`src/rtl/hzd_pkg.sv`:
```
// Package: shared encoding of the operand source select.
// Assumes the datapath operand mux decodes exactly these three values.
package hzd_pkg;
    typedef enum logic [1:0] {
        SRC_REGFILE = 2'b00,
        SRC_ALU     = 2'b01,
        SRC_MEM     = 2'b10
    } fwd_src_e;
endpackage

```
`src/rtl/hzd_src_match.sv`:
```
// Module: compares one source register against the ALU and MEM writers.
// It picks the forwarding source and flags a load-use dependence.
// Assumes register 0 is hard-wired to zero and is never forwarded.
module hzd_src_match
    import hzd_pkg::*;
#(
    parameter int AW = 5
) (
    input  logic          clk,
    input  logic          rst_n,
    input  logic          rd_valid,
    input  logic [AW-1:0] src,
    input  logic          alu_wr,
    input  logic [AW-1:0] alu_dst,
    input  logic          alu_load,
    input  logic          mem_wr,
    input  logic [AW-1:0] mem_dst,
    output fwd_src_e      sel,
    output logic          load_hit
);
    localparam logic [AW-1:0] ZERO_REG = '0;

    logic src_live;
    logic hit_alu;
    logic hit_mem;

    // Decide whether each later stage holds the producer of this source.
    always_comb begin
        src_live = rd_valid && (src != ZERO_REG);
        hit_alu  = src_live && alu_wr && (alu_dst == src);
        hit_mem  = src_live && mem_wr && (mem_dst == src);
    end

    // Pick the youngest matching producer; a load in ALU cannot be served yet.
    always_comb begin
        if (hit_alu)      sel = SRC_ALU;
        else if (hit_mem) sel = SRC_MEM;
        else              sel = SRC_REGFILE;
        load_hit = hit_alu && alu_load;
    end

    AST_ZERO_NO_FWD: assert property (@(posedge clk) disable iff (!rst_n)
        (src == ZERO_REG) |-> (sel == SRC_REGFILE && !load_hit));
    AST_LOAD_FROM_ALU: assert property (@(posedge clk) disable iff (!rst_n)
        load_hit |-> (sel == SRC_ALU));
    AST_IDLE_NO_FWD: assert property (@(posedge clk) disable iff (!rst_n)
        !rd_valid |-> (sel == SRC_REGFILE));
endmodule

```
`src/rtl/hzd_ctl.sv`:
```
// Module: turns load-use hits and a mispredict into stage holds, bubble,
// kills and redirect. Assumes the mispredicting branch sits in the ALU stage,
// so the fetch, decode and register-read stages hold younger work.
module hzd_ctl (
    input  logic clk,
    input  logic rst_n,
    input  logic load_hit1,
    input  logic load_hit2,
    input  logic mispredict,
    output logic hold_if,
    output logic hold_id,
    output logic hold_rd,
    output logic bubble_alu,
    output logic kill_if,
    output logic kill_id,
    output logic kill_rd,
    output logic redirect
);
    logic stall_req;

    // Interlock unless a flush is discarding the stalled instruction anyway.
    always_comb begin
        stall_req  = (load_hit1 || load_hit2) && !mispredict;
        hold_if    = stall_req;
        hold_id    = stall_req;
        hold_rd    = stall_req;
        bubble_alu = stall_req;
    end

    // Squash speculative younger instructions and steer fetch.
    always_comb begin
        kill_if  = mispredict;
        kill_id  = mispredict;
        kill_rd  = mispredict;
        redirect = mispredict;
    end

    AST_FLUSH_OVER_STALL: assert property (@(posedge clk) disable iff (!rst_n)
        mispredict |-> (!hold_rd && !hold_id && !hold_if && !bubble_alu));
    AST_HOLD_GROUP: assert property (@(posedge clk) disable iff (!rst_n)
        hold_rd |-> (hold_id && hold_if && bubble_alu));
    AST_REDIRECT_KILLS: assert property (@(posedge clk) disable iff (!rst_n)
        redirect |-> (kill_if && kill_id && kill_rd));
endmodule

```
`src/rtl/hzd_fwd_unit.sv`:
```
// Module: hazard control top for a six-stage in-order pipeline. It holds one
// comparator per source operand and the shared stall/flush control.
// Assumes the MEM-stage result, load data included, is ready to forward.
module hzd_fwd_unit
    import hzd_pkg::*;
#(
    parameter int NREG = 32,
    localparam int AW  = $clog2(NREG)
) (
    input  logic          clk,
    input  logic          rst_n,
    input  logic          rd_valid,
    input  logic [AW-1:0] rd_src1,
    input  logic [AW-1:0] rd_src2,
    input  logic          alu_wr,
    input  logic [AW-1:0] alu_dst,
    input  logic          alu_load,
    input  logic          mem_wr,
    input  logic [AW-1:0] mem_dst,
    input  logic          br_mispredict,
    output logic [1:0]    fwd_sel1,
    output logic [1:0]    fwd_sel2,
    output logic          hold_if,
    output logic          hold_id,
    output logic          hold_rd,
    output logic          bubble_alu,
    output logic          kill_if,
    output logic          kill_id,
    output logic          kill_rd,
    output logic          redirect
);
    localparam int NSRC = 2;

    logic [AW-1:0] srcs      [NSRC];
    fwd_src_e      sels      [NSRC];
    logic [NSRC-1:0] load_hits;

    // Gather the operand numbers so one comparator is built per source.
    always_comb begin
        srcs[0] = rd_src1;
        srcs[1] = rd_src2;
    end

    for (genvar g = 0; g < NSRC; g++) begin : g_src
        hzd_src_match #(.AW(AW)) u_match (
            .clk      (clk),
            .rst_n    (rst_n),
            .rd_valid (rd_valid),
            .src      (srcs[g]),
            .alu_wr   (alu_wr),
            .alu_dst  (alu_dst),
            .alu_load (alu_load),
            .mem_wr   (mem_wr),
            .mem_dst  (mem_dst),
            .sel      (sels[g]),
            .load_hit (load_hits[g])
        );
    end

    // Present the selects as plain vectors at the boundary.
    always_comb begin
        fwd_sel1 = sels[0];
        fwd_sel2 = sels[1];
    end

    hzd_ctl u_ctl (
        .clk        (clk),
        .rst_n      (rst_n),
        .load_hit1  (load_hits[0]),
        .load_hit2  (load_hits[1]),
        .mispredict (br_mispredict),
        .hold_if    (hold_if),
        .hold_id    (hold_id),
        .hold_rd    (hold_rd),
        .bubble_alu (bubble_alu),
        .kill_if    (kill_if),
        .kill_id    (kill_id),
        .kill_rd    (kill_rd),
        .redirect   (redirect)
    );

    AST_STALL_NEEDS_LOAD: assert property (@(posedge clk) disable iff (!rst_n)
        hold_rd |-> (alu_load && alu_wr && rd_valid));
    AST_SEL_LEGAL: assert property (@(posedge clk) disable iff (!rst_n)
        (fwd_sel1 != 2'b11) && (fwd_sel2 != 2'b11));
endmodule

```
`config.mk`:
```
export PLATFORM = sky130hd
export DESIGN_NAME = hzd_fwd_unit
export DESIGN_NICKNAME = d
export VERILOG_FILES = /design/src/rtl/hzd_pkg.sv /design/src/rtl/hzd_src_match.sv /design/src/rtl/hzd_ctl.sv /design/src/rtl/hzd_fwd_unit.sv
export SDC_FILE = /design/constraint.sdc
export NUM_CORES = 1
export LEC_CHECK = 0
export BUFFER_PORTS_ARGS = -buffer_cell sky130_fd_sc_hd__buf_2
export CORE_AREA = 10 10 47 49
export DETAILED_ROUTE_END_ITERATION = 7
export DIE_AREA = 0 0 57 59
export GPL_ROUTABILITY_DRIVEN = 0
export PLACE_DENSITY = 0.71
export SYNTH_ARGS = -nofsm -noshare
export SYNTH_HDL_FRONTEND = slang
export SYNTH_SLANG_ARGS = --single-unit
```
`constraint.sdc`:
```
create_clock -name vclk -period 2.4
set_clock_uncertainty 0.15 [all_clocks]
set_input_delay 0 -clock vclk [all_inputs]
set_output_delay 0 -clock vclk [all_outputs]
set_load 0.01 [all_outputs]
```
-- After elaboration in Yosys (flattened, before gate mapping)
Cells that the tools add are included.
- equal/unequal tests: 4
- mux-type cells: 4
- reductions and logical operators: 17
- operator list (operator ; number):
    5-bit equality test ; 4
    1-bit logical AND ; 13
    5-bit nonzero test ; 2
    2-bit two-way mux ; 4
    1-bit logical NOT ; 1
    1-bit logical OR ; 1
- bits in registers: 0
- bits of input ports: 27
- output and inout port bits: 12
- word-level logic and storage cells: 25

-- Longest topological paths before layout
- depth after elaboration: 7
- mapped depth: 5
- gate-level depth less buffers: 4

-- Modules after synthesis
Synthesis repeated with hierarchy kept, for this count alone.
- cells, all modules: 48
- area total of the unflattened synthesis: 402.9 µm²
- modules (own cells, without submodules) (module ; instances ; cells each ; area each (µm²) ; sequential area each (µm²)):
    hzd_src_match ; 2 ; 20 ; 170.2 ; 0.0
    hzd_ctl ; 1 ; 8 ; 62.6 ; 0.0

-- Least setup slack after synthesis
No wires, ideal clock.
- path kind: input -> output
- start: input port rd_src1[0]
- end: output port hold_id
- data arrival time: 1148 ps
- required time: 2250 ps
- path slack: 1102 ps
- stages: 5
- buffers on the path: 1
- cells stage by stage: or4_4 nor2_4 nor4_2 o211a_1 buf_4
- word-level cells in the longest chain between the ends: 7
- elaborated cells between the ends (all ways): 8
- classes of those cells: 1 x eq/ne; 7 x reduce/logical
- RTL lines (element ; RTL line ; text):
    start, declared ; hzd_fwd_unit.sv:13 ; input logic [AW-1:0] rd_src1,
    5-bit nonzero test ; hzd_src_match.sv:29 ; src_live = rd_valid && (src != ZERO_REG);
    1-bit logical AND ; hzd_src_match.sv:29 ;
    1-bit logical AND ; hzd_src_match.sv:30 ; hit_alu = src_live && alu_wr && (alu_dst == src);
    1-bit logical AND * ; hzd_src_match.sv:30 ;
    via g_src[0].u_match.hit_alu ; hzd_src_match.sv:24 ; logic hit_alu;
    1-bit logical AND * ; hzd_src_match.sv:39 ; load_hit = hit_alu && alu_load;
    1-bit logical OR * ; hzd_ctl.sv:23 ; stall_req = (load_hit1 || load_hit2) && !mispredict;
    1-bit logical AND * ; hzd_ctl.sv:23 ;
    end, declared ; hzd_fwd_unit.sv:24 ; output logic hold_id,
Mark *: on every way through the listed nets, which the timed path passes. The rest lies on a longest branch.

-- Final worst setup path
- start: input port rd_src1[0]
- end: output port hold_if
- word-level cells in the longest chain between the ends: 7
- elaborated cells between the ends (all ways): 8
- classes of those cells: 1 x eq/ne; 7 x reduce/logical
- RTL lines (element ; RTL line ; text):
    5-bit nonzero test ; hzd_src_match.sv:29 ;
    1-bit logical AND ; hzd_src_match.sv:29 ;
    1-bit logical AND ; hzd_src_match.sv:30 ;
    1-bit logical AND * ; hzd_src_match.sv:30 ;
    1-bit logical AND * ; hzd_src_match.sv:39 ;
    1-bit logical OR * ; hzd_ctl.sv:23 ;
    1-bit logical AND * ; hzd_ctl.sv:23 ;
    end, declared ; hzd_fwd_unit.sv:23 ; output logic hold_if,
Mark *: on every way between the ends. The rest lies on a longest branch, timed or not.

==> key figures <==
Critical path
  • Setup crit end kind: output port
  • CP startpoint: rd_src1[0]
  • Worst Path Required: 2.25 ns
  • CP max stage cell: or4_4
  • Slowest cell delay on critical path: 0.54 ns
  • Crit Path Max Fanout: 4
  • Worst EP arrival: 1.25 ns
  • Crit path top cell by count: buf_2
  • CP top delay family: simple AND/OR/NAND/NOR gates
  • Critical path startpoint category: input pin
  • CP bufs+invs: 2
  • Critical path class: in -> out
  • Crit-path cells: buf_2, or4_4, nor2_4, nor4_2, o211a_1, buf_2

Timing
  • Setup-failing EPs final: 0
  • Slew @ Worst Pin: 0.373 ns
  • RSZ-0062 raised after global routing: no
  • Final Hold Viols: 0
  • F_max: 714 MHz
  • Fin worst setup slack: 0.999 ns
  • Crit share post-route: 0.584
  • Rel. slew slack: 0.749
  • Max-slew violations: 0
  • Final min period: 1.40 ns
  • Post-route setup TNS: 0 ns

Status
  • Outcome: completed

Synth
  • Count leader, synth: xnor2_1
  • Top cells by area, synth: xnor2_1, buf_4, nor4_2
  • Mapped Cells: 46
  • YS warnings: 0
  • Unique masters post-synth: 11
  • Post-Synthesis Net Count: 73
  • Cell taking the most area after synthesis: xnor2_1
  • Post-Syn Area: 390 um2
  • Mean Syn Cell Area: 8.49 um2
  • Post-synth top cells: xnor2_1, buf_4, nand4_1, nor4_2
  • Register area share after synthesis: 0
  • Area share of the largest cell type after synthesis: 0.404

Die
  • Core ar.: 1400 um2
  • FP Rows: 14
  • Die height: 59 um
  • I/O pins: 39
  • Die X: 57 um
  • Die area: 3360 um2
  • Initial Util: 0.279

Detailed routing
  • Top layer in use: met3
  • Routed wl met3: 242 um
  • ANT nets after route: 0
  • Wire length on met1: 488 um
  • Via count: 429
  • Initial drt markers: 1
  • Drc violations: 0
  • WL per Instance: 13.9 um
  • WL final: 1.25 mm
  • First-pass DRT Iterations: 2
  • DR WL met2: 523 um
  • Via/cell ratio: 4.77

Power
  • Reg power frac: 0
  • Cell Int Power: 0.0429 mW
  • Switching portion of total power: 0.483
  • Combinational fraction of design power: 1.000
  • NetSw: 0.0401 mW
  • Lkg Pwr: 0.244 nW
  • Maximum vdd drop: 0.0000565 V
  • Clock group share of total power: 0
  • Cell Pwr Density: 157 nW/um2

Layout
  • Clock buf count: 0
  • Final instance area: 528 um2
  • Flip-flop and latch count: 0
  • Layout Cells excl Fill: 90
  • Area Overhead vs Synth: 35.3%
  • FF/Latch Area: 0 um2
  • Number of fill cells in the layout: 161
  • Ratio of cells with drive above 1 in the final layout: 0.608
  • Antenna cells: 0
  • Fin nets: 103

Global routing
  • Initial antenna violation count: 0
  • Largest net degree at the start of global routing: 6
  • Tot GR Track Use: 0.0676
  • First-pass GRT wire length: 1.99 mm
  • Overflow after GRT: 0
  • Vias in the first global route: 491

Worst hold path
  • Hold Startpoint: br_mispredict
  • Hold Path Class: in -> out

Placed design
  • Inst Count DP: 90
  • Post-DP HPWL: 1.23 mm
  • Placed cell area: 528 um2
  • Worst slack, placed: 0.987 ns
  • I/O Buffers: 37

CTS
  • Post-CTS Setup Bufs: 0
  • PostCTS Resize Cnt: 0
  • CTS Hold Buffers Added: 0

Flow run
  • Max-cap viol count: 0
[power groups by stage]
stage,combinational (mW),sequential (mW),clock (mW)
3_3_place_gp,0.0821,0,0
3_5_place_dp,0.0840,0,0
6_report,0.0831,0,0
2_1_floorplan,0.0461,0,0
5_1_grt,0.0910,0,0
4_1_cts,0.0843,0,0
[through the flow]
step	power, mW	util	hold slack [ns]
detailed placement	0.0840	0.377	0.0889
CTS	0.0843	0.377	0.0897
finish	0.0831	0.377	0.0849
floorplan	0.0461	-	-0.0582
global route	0.0910	0.377	0.0988
global placement	0.0821	0.377	0.0853
[cells in the final DEF (no fill, tap or decap)]
master	Yosys	final
buf_2	0	37
inv_1	1	1
nand2_1	1	1
nand3_1	2	2
nand4_1	4	4
nor2_4	2	2
nor4_2	4	4
o211a_1	1	1
or4_4	2	2
xnor2_1	18	18
xor2_1	2	2
[worst paths after layout]
path                  endpoint  slack, ns  cells past startpoint
worst max-delay path   hold_if        1.0                      6
worst min-delay path   kill_if       0.08                      2
[layer usage]
metal,global-route usage,up-vias
met5,0,-
met4,0,0
met3,0.0472,0
met2,0.115,28
met1,0.0717,191
li1,-,210
[logic make-up after synthesis]
family                    count (synthesis)  synth area share
AOI/OAI and AO/OA                         1            0.0256
xor gates and xnor gates                 20             0.449
buffers and inverters                    10             0.183
and+or+nand+nor                          15             0.343
[final cells by class]
| cell class | count | area [um2] | share of cell area |
|---|---|---|---|
| Multi-Input combinational cell | 36 | 319 | 0.604 |
| Tap cell | 16 | 20.0 | 0.0379 |
| Timing Repair Buffer | 37 | 185 | 0.351 |
| Inverter | 1 | 3.75 | 0.00711 |
(Power assumes the default switching activity.)
